[src/rtl/serial_cfg_loader_pkg.sv]
package serial_cfg_loader_pkg;

    localparam int unsigned BYTE_W = 8;

    typedef enum logic [3:0] {
        ST_IDLE,
        ST_PROG,
        ST_WINIT,
        ST_LOAD,
        ST_SHIFT,
        ST_PAD,
        ST_POST,
        ST_OK,
        ST_EINIT,
        ST_EDONE
    } ld_state_t;

    typedef struct packed {
        logic              last;
        logic [BYTE_W-1:0] data;
    } ld_byte_t;

    function automatic int unsigned max2(input int unsigned a, input int unsigned b);
        return (a > b) ? a : b;
    endfunction

    function automatic logic is_parked(input ld_state_t s);
        return (s == ST_IDLE) || (s == ST_OK) || (s == ST_EINIT) || (s == ST_EDONE);
    endfunction

    function automatic logic clk_runs(input ld_state_t s);
        return (s == ST_SHIFT) || (s == ST_PAD) || (s == ST_POST);
    endfunction

endpackage

[src/rtl/cfgld_clkdiv.sv]
module cfgld_clkdiv #(
    parameter int unsigned HALF = 2
) (
    input  logic clk,
    input  logic rst,
    input  logic run,
    output logic cfg_clk,
    output logic rise,
    output logic fall
);
    localparam int unsigned DW = $clog2(HALF) + 1;
    localparam logic [DW-1:0] TOP = DW'(HALF - 1);

    logic [DW-1:0] div_cnt;
    logic          tick;

    assign tick = run && (div_cnt == TOP);
    assign rise = tick && !cfg_clk;
    assign fall = tick && cfg_clk;

    always_ff @(posedge clk) begin
        if (rst || !run) begin
            div_cnt <= '0;
            cfg_clk <= 1'b0;
        end else if (tick) begin
            div_cnt <= '0;
            cfg_clk <= ~cfg_clk;
        end else begin
            div_cnt <= div_cnt + 1'b1;
        end
    end

    // a clock edge only ever follows a cycle in which running was requested
    p_rise_needs_run_r3: assert property (@(posedge clk) disable iff (rst)
        $rose(cfg_clk) |-> $past(run));

endmodule

[src/rtl/cfgld_shreg.sv]
module cfgld_shreg #(
    parameter int unsigned W = 8
) (
    input  logic         clk,
    input  logic         rst,
    input  logic         load,
    input  logic         shift,
    input  logic [W-1:0] din,
    input  logic         din_last,
    output logic         msb,
    output logic         at_last_bit,
    output logic         is_last_byte
);
    localparam int unsigned IW = $clog2(W);

    logic [W-1:0]  sr;
    logic [IW-1:0] idx;
    logic          last_q;

    assign msb          = sr[W-1];
    assign at_last_bit  = (idx == IW'(W - 1));
    assign is_last_byte = last_q;

    always_ff @(posedge clk) begin
        if (rst) begin
            sr     <= '1;
            idx    <= '0;
            last_q <= 1'b0;
        end else if (load) begin
            sr     <= din;
            idx    <= '0;
            last_q <= din_last;
        end else if (shift) begin
            sr     <= {sr[W-2:0], 1'b1};
            idx    <= idx + 1'b1;
        end
    end

endmodule

[src/rtl/cfgld_count.sv]
module cfgld_count #(
    parameter int unsigned W = 8
) (
    input  logic         clk,
    input  logic         rst,
    input  logic         clr,
    input  logic         inc,
    output logic [W-1:0] value
);
    always_ff @(posedge clk) begin
        if (rst || clr) begin
            value <= '0;
        end else if (inc) begin
            value <= value + 1'b1;
        end
    end
endmodule

[src/rtl/serial_cfg_loader.sv]
module serial_cfg_loader
    import serial_cfg_loader_pkg::*;
#(
    parameter int unsigned CLK_DIV     = 4,
    parameter int unsigned PROG_CYCLES = 8,
    parameter int unsigned INIT_LIMIT  = 1000,
    parameter int unsigned PAD_LIMIT   = 2000,
    parameter int unsigned EXTRA_CLKS  = 8
) (
    input  logic              clk,
    input  logic              rst,
    input  logic              start,
    input  logic [BYTE_W-1:0] src_data,
    input  logic              src_last,
    input  logic              src_valid,
    output logic              src_ready,
    output logic              tgt_prog_n,
    input  logic              tgt_init,
    input  logic              tgt_done,
    output logic              cfg_clk,
    output logic              cfg_dout,
    output logic              busy,
    output logic              cfg_ok,
    output logic              err_init,
    output logic              err_done
);
    // CLK_DIV must be even and at least 4
    localparam int unsigned HALF  = CLK_DIV / 2;
    localparam int unsigned CMAX  = max2(max2(PROG_CYCLES, INIT_LIMIT), max2(PAD_LIMIT, EXTRA_CLKS));
    localparam int unsigned CNT_W = $clog2(CMAX + 1) + 1;
    localparam logic [CNT_W-1:0] PROG_END = CNT_W'(PROG_CYCLES - 1);
    localparam logic [CNT_W-1:0] INIT_END = CNT_W'(INIT_LIMIT - 1);
    localparam logic [CNT_W-1:0] PAD_END  = CNT_W'(PAD_LIMIT);
    localparam logic [CNT_W-1:0] POST_END = CNT_W'(EXTRA_CLKS);

    ld_state_t        st, st_n;
    ld_byte_t         word;
    logic             run, rise, fall;
    logic             sh_load, sh_shift, sh_msb, sh_at_last, sh_last_byte;
    logic             cnt_clr, cnt_inc;
    logic [CNT_W-1:0] cnt;

    assign word = '{last: src_last, data: src_data};
    assign run  = clk_runs(st);

    cfgld_clkdiv #(.HALF(HALF)) u_div (
        .clk     (clk),
        .rst     (rst),
        .run     (run),
        .cfg_clk (cfg_clk),
        .rise    (rise),
        .fall    (fall)
    );

    cfgld_shreg #(.W(BYTE_W)) u_shift (
        .clk          (clk),
        .rst          (rst),
        .load         (sh_load),
        .shift        (sh_shift),
        .din          (word.data),
        .din_last     (word.last),
        .msb          (sh_msb),
        .at_last_bit  (sh_at_last),
        .is_last_byte (sh_last_byte)
    );

    // one counter serves every phase: system cycles early on, clock rises later
    assign cnt_clr = (st_n != st);
    assign cnt_inc = (st == ST_PROG) || (st == ST_WINIT) ||
                     (((st == ST_PAD) || (st == ST_POST)) && rise);

    cfgld_count #(.W(CNT_W)) u_cnt (
        .clk   (clk),
        .rst   (rst),
        .clr   (cnt_clr),
        .inc   (cnt_inc),
        .value (cnt)
    );

    always_comb begin
        st_n     = st;
        sh_load  = 1'b0;
        sh_shift = 1'b0;
        case (st)
            ST_IDLE, ST_OK, ST_EINIT, ST_EDONE: begin
                if (start) st_n = ST_PROG;
            end
            ST_PROG: begin
                if (cnt == PROG_END) st_n = ST_WINIT;
            end
            ST_WINIT: begin
                if (tgt_init)             st_n = ST_LOAD;
                else if (cnt == INIT_END) st_n = ST_EINIT;
            end
            ST_LOAD: begin
                if (src_valid) begin
                    sh_load = 1'b1;
                    st_n    = ST_SHIFT;
                end
            end
            ST_SHIFT: begin
                // done is deliberately not examined while data is moving
                if (fall) begin
                    if (sh_at_last) st_n = sh_last_byte ? ST_PAD : ST_LOAD;
                    else            sh_shift = 1'b1;
                end
            end
            ST_PAD: begin
                if (tgt_done)                   st_n = ST_POST;
                else if (fall && cnt == PAD_END) st_n = ST_EDONE;
            end
            ST_POST: begin
                if (fall && cnt == POST_END) st_n = ST_OK;
            end
            default: st_n = ST_IDLE;
        endcase
    end

    always_ff @(posedge clk) begin
        if (rst) st <= ST_IDLE;
        else     st <= st_n;
    end

    assign src_ready  = (st == ST_LOAD);
    assign tgt_prog_n = (st != ST_PROG);
    assign cfg_dout   = ((st == ST_LOAD) || (st == ST_SHIFT)) ? sh_msb : 1'b1;
    assign busy       = !is_parked(st);
    assign cfg_ok     = (st == ST_OK);
    assign err_init   = (st == ST_EINIT);
    assign err_done   = (st == ST_EDONE);

    // clock parked low whenever the sequencer is not in a clocking phase
    p_clk_parked_r3: assert property (@(posedge clk) disable iff (rst)
        !run |-> !cfg_clk);

    // data is steady across every rising edge and the whole high phase
    p_dout_steady_r4: assert property (@(posedge clk) disable iff (rst)
        cfg_clk |-> $stable(cfg_dout));

    // a byte is requested only with the clock low
    p_ready_low_clk_r5: assert property (@(posedge clk) disable iff (rst)
        src_ready |-> !cfg_clk);

    // shifting never jumps straight to the post-done phase
    p_no_early_stop_r6: assert property (@(posedge clk) disable iff (rst)
        (st == ST_SHIFT) |=> (st == ST_SHIFT || st == ST_LOAD || st == ST_PAD));

    // success follows the last counted start-up clock
    p_ok_after_extra_r8: assert property (@(posedge clk) disable iff (rst)
        $rose(cfg_ok) |-> ($past(cnt) == POST_END));

    // done timeout only after the full padding allowance
    p_pad_timeout_r9: assert property (@(posedge clk) disable iff (rst)
        $rose(err_done) |-> ($past(cnt) == PAD_END));

    // no outcome flag while busy
    p_flags_idle_r10: assert property (@(posedge clk) disable iff (rst)
        busy |-> !(cfg_ok || err_init || err_done));

endmodule

[config.mk]
export PLATFORM = sky130hd
export DESIGN_NAME = serial_cfg_loader
export DESIGN_NICKNAME = d
export VERILOG_FILES = /design/src/rtl/serial_cfg_loader_pkg.sv /design/src/rtl/cfgld_clkdiv.sv /design/src/rtl/cfgld_shreg.sv /design/src/rtl/cfgld_count.sv /design/src/rtl/serial_cfg_loader.sv
export SDC_FILE = /design/constraint.sdc
export NUM_CORES = 1
export LEC_CHECK = 0
export BUFFER_PORTS_ARGS = -buffer_cell sky130_fd_sc_hd__buf_2
export CAP_MARGIN = 20
export CORE_ASPECT_RATIO = 2
export CORE_MARGIN = 3
export CORE_UTILIZATION = 61
export DETAILED_ROUTE_END_ITERATION = 16
export PLACE_DENSITY = 0.91
export SETUP_SLACK_MARGIN = 0.4
export SYNTH_ARGS = -nofsm -noshare
export SYNTH_HDL_FRONTEND = slang
export SYNTH_HIERARCHICAL = 1
export SYNTH_SLANG_ARGS = --single-unit
[constraint.sdc]
create_clock -name clk -period 7.3 [get_ports clk]
set_input_delay 1.46 -clock clk [delete_from_list [all_inputs] [get_ports clk]]
set_output_delay 1.46 -clock clk [all_outputs]
set_load 0.03 [all_outputs]
==> metrics <==
status=finished, final reports clean; H-tree Lvls=2; Mapped Area=1870 um^2; post-route clock period utilization=0.461; Final setup viols=0; R2R Path Start=st[2]$_SDFF_PP0_; area of the multi-input gates=1160 um^2; min setup slack post-route=3.93 ns; clock root cell=clkbuf_8; Pleak=0.000750 uW; crit path capture type=flip-flop; Post-Synthesis Cells=217; Detail Placement HPWL=3170 um; setup TNS=0 ns; min-delay src=u_div/div_cnt[0]$_SDFF_PP0_; Slew headroom=0.268; Setup WS pre-CTS=3.99 ns; Worst-Skew Late Latency=0.28 ns; RSZ-0062 raised after global routing=no; Min-Delay Endpoint=u_div/div_cnt[0]$_SDFF_PP0_; Mapped Nets=236; asr flop ratio synth=0; hold depth=1; Final Cell Area=2040 um^2; Final Max Tran Viols=0; DRC errors left=0; share of the synthesized area in the top cell type=0.332; RD Place Congestion=0.963; diodes inserted=0; worst clock skew=0.00194 ns; area grow syn2layout=9.16%; drt total wl=4270 um; final count of hold timing violations=0; dominant synthesized flop cell=dfxtp_1; hold_buf cts=0; gr usage total=0.242; CP Cell Sequence=nand2b_2, a21oi_1, nand2_1, nor2_1, inv_1, a221oi_1, nand4_2, or4_1, a21oi_1; Clock Tree Buf Depth=2; Max-cap violations=0; most common cell after layout, fill and taps aside=dfxtp_1; most frequent cells in the layout=31 x dfxtp_1, 22 x buf_2, 20 x nor2_1; vias in the first global route=1,669; total power=336 uW; register area share after synthesis=0.332; Clock Sinks=31; I/O Pins=23; VDD IR max=0.156 mV; FP Rows=27; initial antenna violation count=0; Worst Hold Class=reg2reg; DRT iter0 DRCs=64; Crit path max-delay family=compound AO/OA/AOI/OAI gates; via count=1,684; placed inst area=1960 um^2; Setup Fix Bufs, Post-CTS=0; worst-margin pin slew=1.10 ns; r2r setup slk=3.93 ns; Layout Nets=256; Post-synth EDFFs=0; fmax=297 MHz; cts bufs inserted=5; Power Dens Cells=165 nW/um^2; chip height=84.3 um; Reg2Reg Capture Point=u_cnt/value[7]$_SDFFE_PP0P_; # port buffers=22; critical path class=reg2reg; filler cell count in the final layout=227; Avg Cell Area, Syn=8.62 um^2; CTS resizes=0; CTS tree=built; Synth area leaders=dfxtp_1 33%, mux2i_1 8.0%, a21oi_1 4.3%; Die Area=3810 um^2; largest net degree at the start of global routing=22; maximum single-stage delay on the critical path=0.92 ns; Final min period=3.37 ns; Slowest cell on crit path=a221oi_1; clk slew on worst S/H paths=0.06 ns; Synth area leader=dfxtp_1; yosys warns=6; worst path bufs/invs=1; critical path launch point type=flip-flop; CP arrival=3.58 ns; Initial Util=0.659; total grt overflow=0; TritonRoute pass-1 iters=5; vias per cell=6.31; Final ANT Viol Nets=0; CORE AREA=2840 um^2; FF+latch count, synth=31; share of post-route cells with drive strength above 1=0.193; drt wl/cell=16.0 um; flip-flop and latch area=621 um^2; distinct cell type count after synthesis=54; worst path required time=7.51 ns; first-pass GRT wire length=7070 um; Die Width=45.2 um; CP Max Fanout=15; FF-to-FF path depth=9; CP most frequent cell=a21oi_1
[cell usage after synthesis, types with 2 or more instances]
master / instances
dfxtp_1: 31
buf_2: 2
ha_1: 4
nand4_1: 5
and4_1: 2
or4_4: 2
nor2_1: 20
a2bb2oi_1: 2
xnor2_1: 4
o21a_1: 2
or3_1: 4
inv_1: 9
buf_4: 2
nor3b_1: 5
clkbuf_1: 3
nor4_1: 5
or4_1: 3
nand2b_1: 5
xor2_1: 2
mux2i_1: 15
and2_1: 2
o31ai_1: 5
o211ai_1: 2
a21oi_1: 16
o21ai_0: 4
nor3_1: 10
buf_6: 2
nor2b_1: 4
nand3_1: 4
nand2_1: 15
nor3_2: 3
[power breakdown]
| part | switching, uW | internal, uW |
|---|---|---|
| combinational | 20.1 | 13.6 |
| clock | 62.9 | 65.0 |
| sequential | 4.24 | 170 |
| total | 87.3 | 249 |
[worst register-to-register path, delay by kind of cell (launching register included)]
kind	cells	cell delay (ns)
compound gates	3	1.32
simple gates	5	1.29
buf+inv	1	0.04
flops	1	0.65
[layer usage]
layer	vias to the layer above	wire length (um)	track usage
met4	0	101	0.128
met1	779	1510	0.235
met5	-	0	0
met3	10	223	0.0515
li1	839	-	-
met2	56	2430	0.438
[per-stage QoR]
step	util	hold slack, ns	std cells
after CTS	0.720	0.436	267
after global routing	0.720	0.456	267
after global placement	0.690	0.421	259
after floorplan	-	0.408	217
after detailed placement	0.690	0.427	259
final	0.720	0.434	267
[kinds of logic (layout without fill, tap and decap cells)]
kind of cell               count (synthesis)  after routing  share of synthesized area
and+or+nand+nor                          102            102                      0.338
AOI/OAI and AO/OA                         41             41                      0.146
DFF                                       31             31                      0.332
buffers and inverters                     18             39                     0.0495
muxes                                     15             15                     0.0803
xor gates and xnor gates                   6              6                     0.0281
adders and majority gates                  4              4                     0.0268
[sequential cells by signal (all words and copies together), names as in the netlist]
| name | count |
|---|---|
| u_div/cfg_clk | 1 |
| u_shift/is_last_byte | 1 |
| st | 4 |
| u_shift/sr | 8 |
| u_cnt/value | 12 |
| u_div/div_cnt | 2 |
| u_shift/idx | 3 |
[layout make-up]
class | count | share of cell area
Multi-Input combinational cell | 168 | 0.567
Sequential cell | 31 | 0.304
Timing Repair Buffer | 22 | 0.0539
Clock buffer | 5 | 0.0337
Tap cell | 29 | 0.0178
Inverter | 9 | 0.0165
Clock inverter | 3 | 0.00735
[worst max path at each step]
stage	startpoint	end	slack, ns	cells after the start
2_1_floorplan	tgt_init	u_cnt/value[10]$_SDFFE_PP0P_	4.23	9
3_3_place_gp	tgt_init	u_cnt/value[5]$_SDFFE_PP0P_	4.08	9
3_5_place_dp	tgt_init	u_cnt/value[7]$_SDFFE_PP0P_	3.99	9
4_1_cts	st[2]$_SDFF_PP0_	u_cnt/value[7]$_SDFFE_PP0P_	3.97	9
5_1_grt	st[2]$_SDFF_PP0_	u_cnt/value[7]$_SDFFE_PP0P_	3.63	9
6_report	st[2]$_SDFF_PP0_	u_cnt/value[7]$_SDFFE_PP0P_	3.93	9
No activity file was read; power rests on OpenSTA's default activity.
